$ cat src/rtl/sc_hit_pkg.sv
// Shared constants for the serial slow-control slave: address width and
// the decoded register locations. Assumes a 7-bit address field.
package sc_hit_pkg;
    localparam int ADDR_W = 7;
    localparam logic [ADDR_W-1:0] A_HIT  = 7'h01;
    localparam logic [ADDR_W-1:0] A_MASK = 7'h02;
    localparam logic [ADDR_W-1:0] A_INH  = 7'h03;
endpackage

$ cat src/rtl/scs_sync.sv
// Multi-bit, multi-stage synchroniser into the system clock domain.
// Each bit is treated independently; assumes the inputs are levels that
// are held for longer than STAGES clocks.
module scs_sync #(
    parameter int W      = 1,
    parameter int STAGES = 2
) (
    input  logic         clk,
    input  logic         rst_n,
    input  logic [W-1:0] d,
    output logic [W-1:0] q
);
    logic [W-1:0] stg [STAGES];

    // shift the raw inputs through the flop chain
    always_ff @(posedge clk) begin
        if (!rst_n) begin
            for (int i = 0; i < STAGES; i++) stg[i] <= '0;
        end else begin
            stg[0] <= d;
            for (int i = 1; i < STAGES; i++) stg[i] <= stg[i-1];
        end
    end

    assign q = stg[STAGES-1];
endmodule

$ cat src/rtl/scs_frame.sv
// Serial frame engine. It counts rising serial-clock edges while enable is
// high and decodes the flag, address and payload fields. For a write it
// pulses wr_stb after the last bit. For a read it shifts rd_word out on
// falling edges. Assumes sck_rise and sck_fall are single-cycle pulses
// that are never high together.
module scs_frame #(
    parameter int NCH    = 72,
    parameter int ADDR_W = 7
) (
    input  logic              clk,
    input  logic              rst_n,
    input  logic              en,
    input  logic              sck_rise,
    input  logic              sck_fall,
    input  logic              din,
    input  logic [NCH-1:0]    rd_word,
    output logic [ADDR_W-1:0] addr,
    output logic              wr_stb,
    output logic [NCH-1:0]    wr_data,
    output logic              dout,
    output logic              dout_oe
);
    localparam int HDR   = 2 + ADDR_W;
    localparam int FRAME = HDR + NCH;
    localparam int CW    = $clog2(FRAME + 1);
    localparam logic [CW-1:0] HDR_C   = CW'(HDR);
    localparam logic [CW-1:0] FRAME_C = CW'(FRAME);
    localparam logic [CW-1:0] LAST_C  = CW'(FRAME - 1);

    logic [CW-1:0]  cnt;
    logic           rw_q;
    logic [NCH-1:0] wsh;
    logic [NCH-1:0] rsh;

    // capture the header and payload on rising edges; commit on the last bit
    always_ff @(posedge clk) begin
        if (!rst_n) begin
            cnt    <= '0;
            rw_q   <= 1'b0;
            addr   <= '0;
            wsh    <= '0;
            wr_stb <= 1'b0;
        end else if (!en) begin
            cnt    <= '0;
            wr_stb <= 1'b0;
        end else begin
            wr_stb <= 1'b0;
            if (sck_rise && cnt != FRAME_C) begin
                cnt <= cnt + 1'b1;
                if (cnt == CW'(1)) begin
                    rw_q <= din;
                end else if (cnt >= CW'(2) && cnt < HDR_C) begin
                    addr <= {addr[ADDR_W-2:0], din};
                end else if (cnt >= HDR_C) begin
                    wsh <= {wsh[NCH-2:0], din};
                    if (cnt == LAST_C && !rw_q) wr_stb <= 1'b1;
                end
            end
        end
    end

    // drive read data on falling edges, loading the word after the header
    always_ff @(posedge clk) begin
        if (!rst_n) begin
            dout    <= 1'b0;
            dout_oe <= 1'b0;
            rsh     <= '0;
        end else if (!en) begin
            dout    <= 1'b0;
            dout_oe <= 1'b0;
        end else if (sck_fall) begin
            if (rw_q && cnt >= HDR_C && cnt < FRAME_C) begin
                dout_oe <= 1'b1;
                if (cnt == HDR_C) begin
                    dout <= rd_word[NCH-1];
                    rsh  <= {rd_word[NCH-2:0], 1'b0};
                end else begin
                    dout <= rsh[NCH-1];
                    rsh  <= {rsh[NCH-2:0], 1'b0};
                end
            end else begin
                dout <= 1'b0;
            end
        end
    end

    assign wr_data = wsh;

    // a commit happens only on a completed write frame
    a_r1_commit_at_end: assert property (@(posedge clk) disable iff (!rst_n)
        wr_stb |-> (cnt == FRAME_C && !rw_q));
    // a dropped enable never lets a commit through
    a_r10_no_commit_idle: assert property (@(posedge clk) disable iff (!rst_n)
        !en |=> !wr_stb);
    // the output is quiet after enable is low
    a_r11_quiet_idle: assert property (@(posedge clk) disable iff (!rst_n)
        !en |=> (!dout && !dout_oe));
    // the output is enabled only inside read frames
    a_r2_oe_on_read: assert property (@(posedge clk) disable iff (!rst_n)
        dout_oe |-> rw_q);
endmodule

$ cat src/rtl/scs_hitreg.sv
// Sticky per-channel hit register. A channel bit sets on a synchronised
// discriminator level unless that channel is inhibited, and all bits clear
// on a clear pulse (the clear wins). Assumes hit_clr is synchronous to clk.
module scs_hitreg #(
    parameter int NCH = 72
) (
    input  logic           clk,
    input  logic           rst_n,
    input  logic           clr,
    input  logic [NCH-1:0] disc,
    input  logic [NCH-1:0] inh,
    output logic [NCH-1:0] hit,
    output logic           any
);
    for (genvar g = 0; g < NCH; g++) begin : g_ch
        // latch one channel's hit until a clear
        always_ff @(posedge clk) begin
            if (!rst_n || clr) hit[g] <= 1'b0;
            else if (disc[g] && !inh[g]) hit[g] <= 1'b1;
        end
    end

    assign any = |hit;

    // set bits persist while no clear is applied
    a_r3_sticky: assert property (@(posedge clk) disable iff (!rst_n)
        !clr |=> ((hit & $past(hit)) == $past(hit)));
    // a clear empties the register
    a_r4_clear: assert property (@(posedge clk) disable iff (!rst_n)
        clr |=> (hit == '0));
    // no newly set bit belongs to an inhibited channel
    a_r5_inhibit: assert property (@(posedge clk) disable iff (!rst_n)
        !clr |=> ((hit & ~$past(hit) & $past(inh)) == '0));
endmodule

$ cat src/rtl/sc_hit_slave.sv
// Top of the serial slow-control slave. It synchronises the serial pins and
// discriminator lines, detects serial-clock edges, and holds the readout
// mask and inhibit registers. It also routes reads from the hit register.
// Assumes clk is at least about 8x faster than sc_clk.
module sc_hit_slave
    import sc_hit_pkg::*;
#(
    parameter int NCH = 72
) (
    input  logic           clk,
    input  logic           rst_n,
    input  logic           sc_clk,
    input  logic           sc_en,
    input  logic           sc_din,
    output logic           sc_dout,
    output logic           sc_dout_oe,
    input  logic [NCH-1:0] disc_in,
    input  logic           hit_clr,
    output logic           hit_any,
    output logic [NCH-1:0] rd_mask
);
    logic [2:0]        pin_s;
    logic              sck_d;
    logic              sck_rise;
    logic              sck_fall;
    logic [NCH-1:0]    disc_s;
    logic [NCH-1:0]    hit_vec;
    logic [NCH-1:0]    inh_q;
    logic [NCH-1:0]    mask_q;
    logic [NCH-1:0]    rd_word;
    logic [NCH-1:0]    wr_data;
    logic [ADDR_W-1:0] addr;
    logic              wr_stb;

    scs_sync #(.W(3), .STAGES(2)) u_pin_sync (
        .clk(clk), .rst_n(rst_n),
        .d({sc_clk, sc_en, sc_din}), .q(pin_s)
    );

    scs_sync #(.W(NCH), .STAGES(2)) u_disc_sync (
        .clk(clk), .rst_n(rst_n), .d(disc_in), .q(disc_s)
    );

    // remember the previous serial-clock level for edge detection
    always_ff @(posedge clk) begin
        if (!rst_n) sck_d <= 1'b0;
        else        sck_d <= pin_s[2];
    end

    assign sck_rise = pin_s[2] & ~sck_d;
    assign sck_fall = ~pin_s[2] & sck_d;

    scs_frame #(.NCH(NCH), .ADDR_W(ADDR_W)) u_frame (
        .clk(clk), .rst_n(rst_n), .en(pin_s[1]),
        .sck_rise(sck_rise), .sck_fall(sck_fall), .din(pin_s[0]),
        .rd_word(rd_word), .addr(addr), .wr_stb(wr_stb), .wr_data(wr_data),
        .dout(sc_dout), .dout_oe(sc_dout_oe)
    );

    scs_hitreg #(.NCH(NCH)) u_hit (
        .clk(clk), .rst_n(rst_n), .clr(hit_clr), .disc(disc_s),
        .inh(inh_q), .hit(hit_vec), .any(hit_any)
    );

    // update the writable registers on a committed write frame
    always_ff @(posedge clk) begin
        if (!rst_n) begin
            mask_q <= '1;
            inh_q  <= '0;
        end else if (wr_stb) begin
            if (addr == A_MASK) mask_q <= wr_data;
            if (addr == A_INH)  inh_q  <= wr_data;
        end
    end

    // choose the read word; unmapped addresses give zeros
    always_comb begin
        case (addr)
            A_HIT:   rd_word = hit_vec;
            A_MASK:  rd_word = mask_q;
            A_INH:   rd_word = inh_q;
            default: rd_word = '0;
        endcase
    end

    assign rd_mask = mask_q;

    // the mask changes only on a committed write to its address
    a_r7_mask_hold: assert property (@(posedge clk) disable iff (!rst_n)
        !(wr_stb && addr == A_MASK) |=> $stable(mask_q));
    // the inhibit register changes only on a write to its address
    a_r9_inh_hold: assert property (@(posedge clk) disable iff (!rst_n)
        !(wr_stb && addr == A_INH) |=> $stable(inh_q));
endmodule

$ cat config.mk
export PLATFORM = sky130hd
export DESIGN_NAME = sc_hit_slave
export DESIGN_NICKNAME = d
export VERILOG_FILES = /design/src/rtl/sc_hit_pkg.sv /design/src/rtl/scs_sync.sv /design/src/rtl/scs_frame.sv /design/src/rtl/scs_hitreg.sv /design/src/rtl/sc_hit_slave.sv
export SDC_FILE = /design/constraint.sdc
export NUM_CORES = 1
export LEC_CHECK = 0
export ABC_CLOCK_PERIOD_IN_PS = 1800
export BUFFER_PORTS_ARGS = -buffer_cell sky130_fd_sc_hd__buf_2
export CAP_MARGIN = 30
export CELL_PAD_IN_SITES_DETAIL_PLACEMENT = 1
export CELL_PAD_IN_SITES_GLOBAL_PLACEMENT = 2
export CORE_UTILIZATION = 34
export DETAILED_ROUTE_END_ITERATION = 12
export GPL_TIMING_DRIVEN = 0
export PLACE_DENSITY_LB_ADDON = 0.1
export SYNTH_ARGS = -nofsm -noshare
export SYNTH_HDL_FRONTEND = slang
export SYNTH_SLANG_ARGS = --single-unit
$ cat constraint.sdc
create_clock -name clk -period 1.8 [get_ports clk]
set_input_delay 0.45 -clock clk [delete_from_list [all_inputs] [get_ports clk]]
set_output_delay 0.45 -clock clk [all_outputs]
set_load 0.01 [all_outputs]
==> results by group <==
Clocking
  • Num Clock Sinks: 528
  • Clk buf depth: 3
  • Inserted Clock Buffers: a little under 60
  • CTS tree: built
  • Clock tree root driver cell: clkbuf_16
  • Worst-path clk slew: 0.06 ns
  • CTS HTree Levels: 2
  • Skew-Pair Late Insertion Delay: 0.62 ns

Finish
  • Commonest non-fill, non-tap cell in the layout: dfxtp_1
  • Filler cells: about 6300
  • Share of layout cells above drive strength 1: between 30 and 40%
  • Final Cell Area: roughly 27000 um2
  • Layout Nets: 2487
  • Post-layout util: a little under half
  • # diodes: 0
  • Area Overhead vs Synth: 38.6%
  • Layout Cells excl Fill: ~3200
  • Most frequent cells in the layout: dfxtp_1, nand2_1, buf_2

Run status
  • Failing checks: DRC, setup timing
  • Status: finished with violations

STA
  • Worst clock skew: approximately 0.014 ns
  • Post-route setup slack: -1.04 ns
  • RSZ-0062 raised after global routing: yes
  • Final setup fails: 145
  • Final Max Slew Viols: 0
  • Peak Freq: approximately 350 MHz
  • Hold Fails Final Rpt: 0
  • Max-slew headroom: about two fifths
  • Final Hold Slack: between 0.03 and 0.04 ns
  • Worst-margin pin slew: just under 0.9 ns
  • Minimum clock period: 2.84 ns
  • Final Cycle Share: 158%
  • Setup TNS: -40.66 ns

Worst setup path
  • Critical Path RT: between 1 and 1.5 ns
  • Crit end category: output port
  • Reg2reg path depth: 7
  • Worst Path Arrival: roughly 2.4 ns
  • Flop2flop setup slack: -0.38 ns
  • Reg2reg start: u_frame.addr[3]$_SDFFE_PN0P_
  • Startpoint types: flip-flop
  • Setup CP Type: flip-flop to output port
  • R2r endpoint: rd_mask[59]$_SDFFE_PN1P_
  • Crit-path max FO: 3

Detailed routing
  • Post-route ant nets: 0
  • Vias: ~16000
  • Initial DRC count: 653
  • Vias per inst: 5.01
  • Drt drc: 1
  • Drt first pass iters: 9
  • Routed len/inst: ~22 um
  • Routed WL: roughly 71000 um

Floorplan
  • Initial core utilization: 34.4%
  • Total die area: between 50000 and 60000 um2
  • Chip width: around 240 um
  • Die Y: ~240 um
  • # IOs: about 150
  • Site Rows: just under 90
  • Core Box Area: roughly 58000 um2

Yosys
  • Sequential share of the synthesized area: 53.3%
  • Largest cells by area after synthesis: dfxtp_1, nand2_1, and2_1
  • Synth Net Count: between 2000 and 2500
  • Main flop type after synthesis: dfxtp_1
  • Mapped Cells: ~2100
  • Post-synth EDFFs: 0
  • Area share of the largest cell type after synthesis: 53.3%
  • YS warnings: 0
  • Mapped Area: approximately 20000 um2
  • Async set or reset register ratio after synthesis: 0%
  • Syn Area/Cell: roughly 9.4 um2
  • Yosys top cell by area: dfxtp_1
  • Flop and latch count out of synthesis: 528
  • Post-synth cell types: 42

Min path
  • Hold path start: disc_in[4]
  • Hold endpoint: u_disc_sync.stg[0][4]$_SDFF_PN0_
  • Hold crit path type: primary input to flip-flop
  • Hold Crit Depth: 2

Pwr
  • Peak VDD IR: between 0.7 and 0.8 mV
  • Post-layout power: between 20 and 30 mW
  • Power density cells: just over 900 nW/um2
  • P_leak: slightly above 10 nW

Place
  • Port bufs: between 150 and 200
  • DP Worst Slack: -1.37 ns
  • Placed Cells: roughly 3000
  • Placed inst area: between 20000 and 25000 um2
  • RePlAce Congestion: approximately 0.80
  • Final HPWL DP: about 50000 um

Run
  • Max-cap viol count: 0

GRT
  • Largest net degree at the start of global routing: 15
  • Grt total ovfl: 0
  • Vias in the first global route: 17000
  • Antenna violations before repair: 3
  • First-pass GRT wire length: 105000 um
  • Gr usage total: a little under a quarter
Yosys cell counts, types with 3 or more instances:
cell type	n
o2bb2ai_1	70
inv_1	75
buf_2	13
xnor2_1	5
nand2_1	378
mux2_2	72
buf_1	6
ha_1	4
nor3_1	4
nor4_1	21
a22o_1	72
buf_6	8
dfxtp_1	528
and2_1	153
a31oi_1	71
mux2i_1	82
nor2_1	85
a21boi_0	71
nand4_1	7
nand2b_1	3
buf_8	7
a21oi_1	146
o21ai_0	3
nand3_1	78
clkbuf_1	127
and3_1	3
flip-flops by register name, summed over array words and instances (netlist names):
signal,cells
u_pin_sync.stg,6
u_frame.rsh,71
u_frame.wr_data,72
inh_q,72
u_frame.dout_oe,1
u_frame.cnt,7
u_frame.dout,1
u_hit.hit,72
rd_mask,72
u_frame.rw_q,1
u_frame.addr,7
u_disc_sync.stg,144
u_frame.wr_stb,1
sck_d,1
metal layers:
layer,up-vias,global-route usage (%),part of all wire [%]
met2,268,39.6,48
li1,7831,-,-
met5,-,0,0
met4,0,7.05,3.0
met3,103,3.70,3.7
met1,7917,30.6,46
final cells by class:
| type | instances | area (um2) | share of cell area (%) |
|---|---|---|---|
| buffer | 155 | 1330 | 4.84 |
| sequential | 528 | 10600 | 38.6 |
| tap | 765 | 957 | 3.48 |
| timing repair buffer | 239 | 2140 | 7.79 |
| inverter | 76 | 288 | 1.05 |
| clock inverter | 27 | 353 | 1.28 |
| multi-input combinational | 1346 | 10100 | 36.8 |
| clock buffer | 84 | 1700 | 6.20 |
critical path, cell delays in order (launching register included):
cell and delay [ns]:
dfxtp_2 0.35, nor4_4 0.43, nand4_1 0.22, or4_4 0.63, buf_6 0.15
cell families (layout without fill, tap and decap cells):
logic type / count (synthesis) / in the layout / synth area share, %
multiplexers: 154 / 154 / 8.23
AO/OA/AOI/OAI: 439 / 439 / 15.3
flip-flops: 528 / 528 / 53.3
AND/OR/NAND/NOR: 744 / 744 / 17.4
XOR/XNOR: 5 / 5 / 0.221
adder cells (fa/ha/maj): 4 / 4 / 0.253
buffers and inverters: 238 / 581 / 5.31
power breakdown:
group	leakage (nW)	internal (mW)	switching, mW
Sequential	4.30	11.9	0.103
Combinational	4.74	0.364	0.485
Clock	1.02	7.72	5.08
Total	10.1	20.0	5.67
repair_timing:
| item | in CTS | in global routing |
|---|---|---|
| pin swaps | 106 | 39 |
| hold buffers | 0 | 0 |
| cloned | 20 | 10 |
| resized for setup | 430 | 208 |
| endpoints found under the setup margin | 297 | 260 |
| setup buffers | 44 | 14 |
worst max-delay path by stage:
stage / startpoint / end / slack, ns / depth (start not counted)
6_report: u_hit.hit[7]$_SDFFE_PP0P_ / hit_any / -1.04 / 4
5_1_grt: u_hit.hit[7]$_SDFFE_PP0P_ / hit_any / -1.07 / 4
4_1_cts: u_hit.hit[7]$_SDFFE_PP0P_ / hit_any / -1.09 / 4
3_3_place_gp: u_frame.addr[0]$_SDFFE_PN0P_ / inh_q[69]$_SDFFE_PN0P_ / -1.49 / 6
2_1_floorplan: u_frame.addr[5]$_SDFFE_PN0P_ / rd_mask[10]$_SDFFE_PN1P_ / -0.05 / 6
3_5_place_dp: u_frame.cnt[0]$_SDFFE_PN0P_ / u_frame.rsh[41]$_SDFFE_PN0P_ / -1.37 / 8
(Power assumes the default switching activity.)
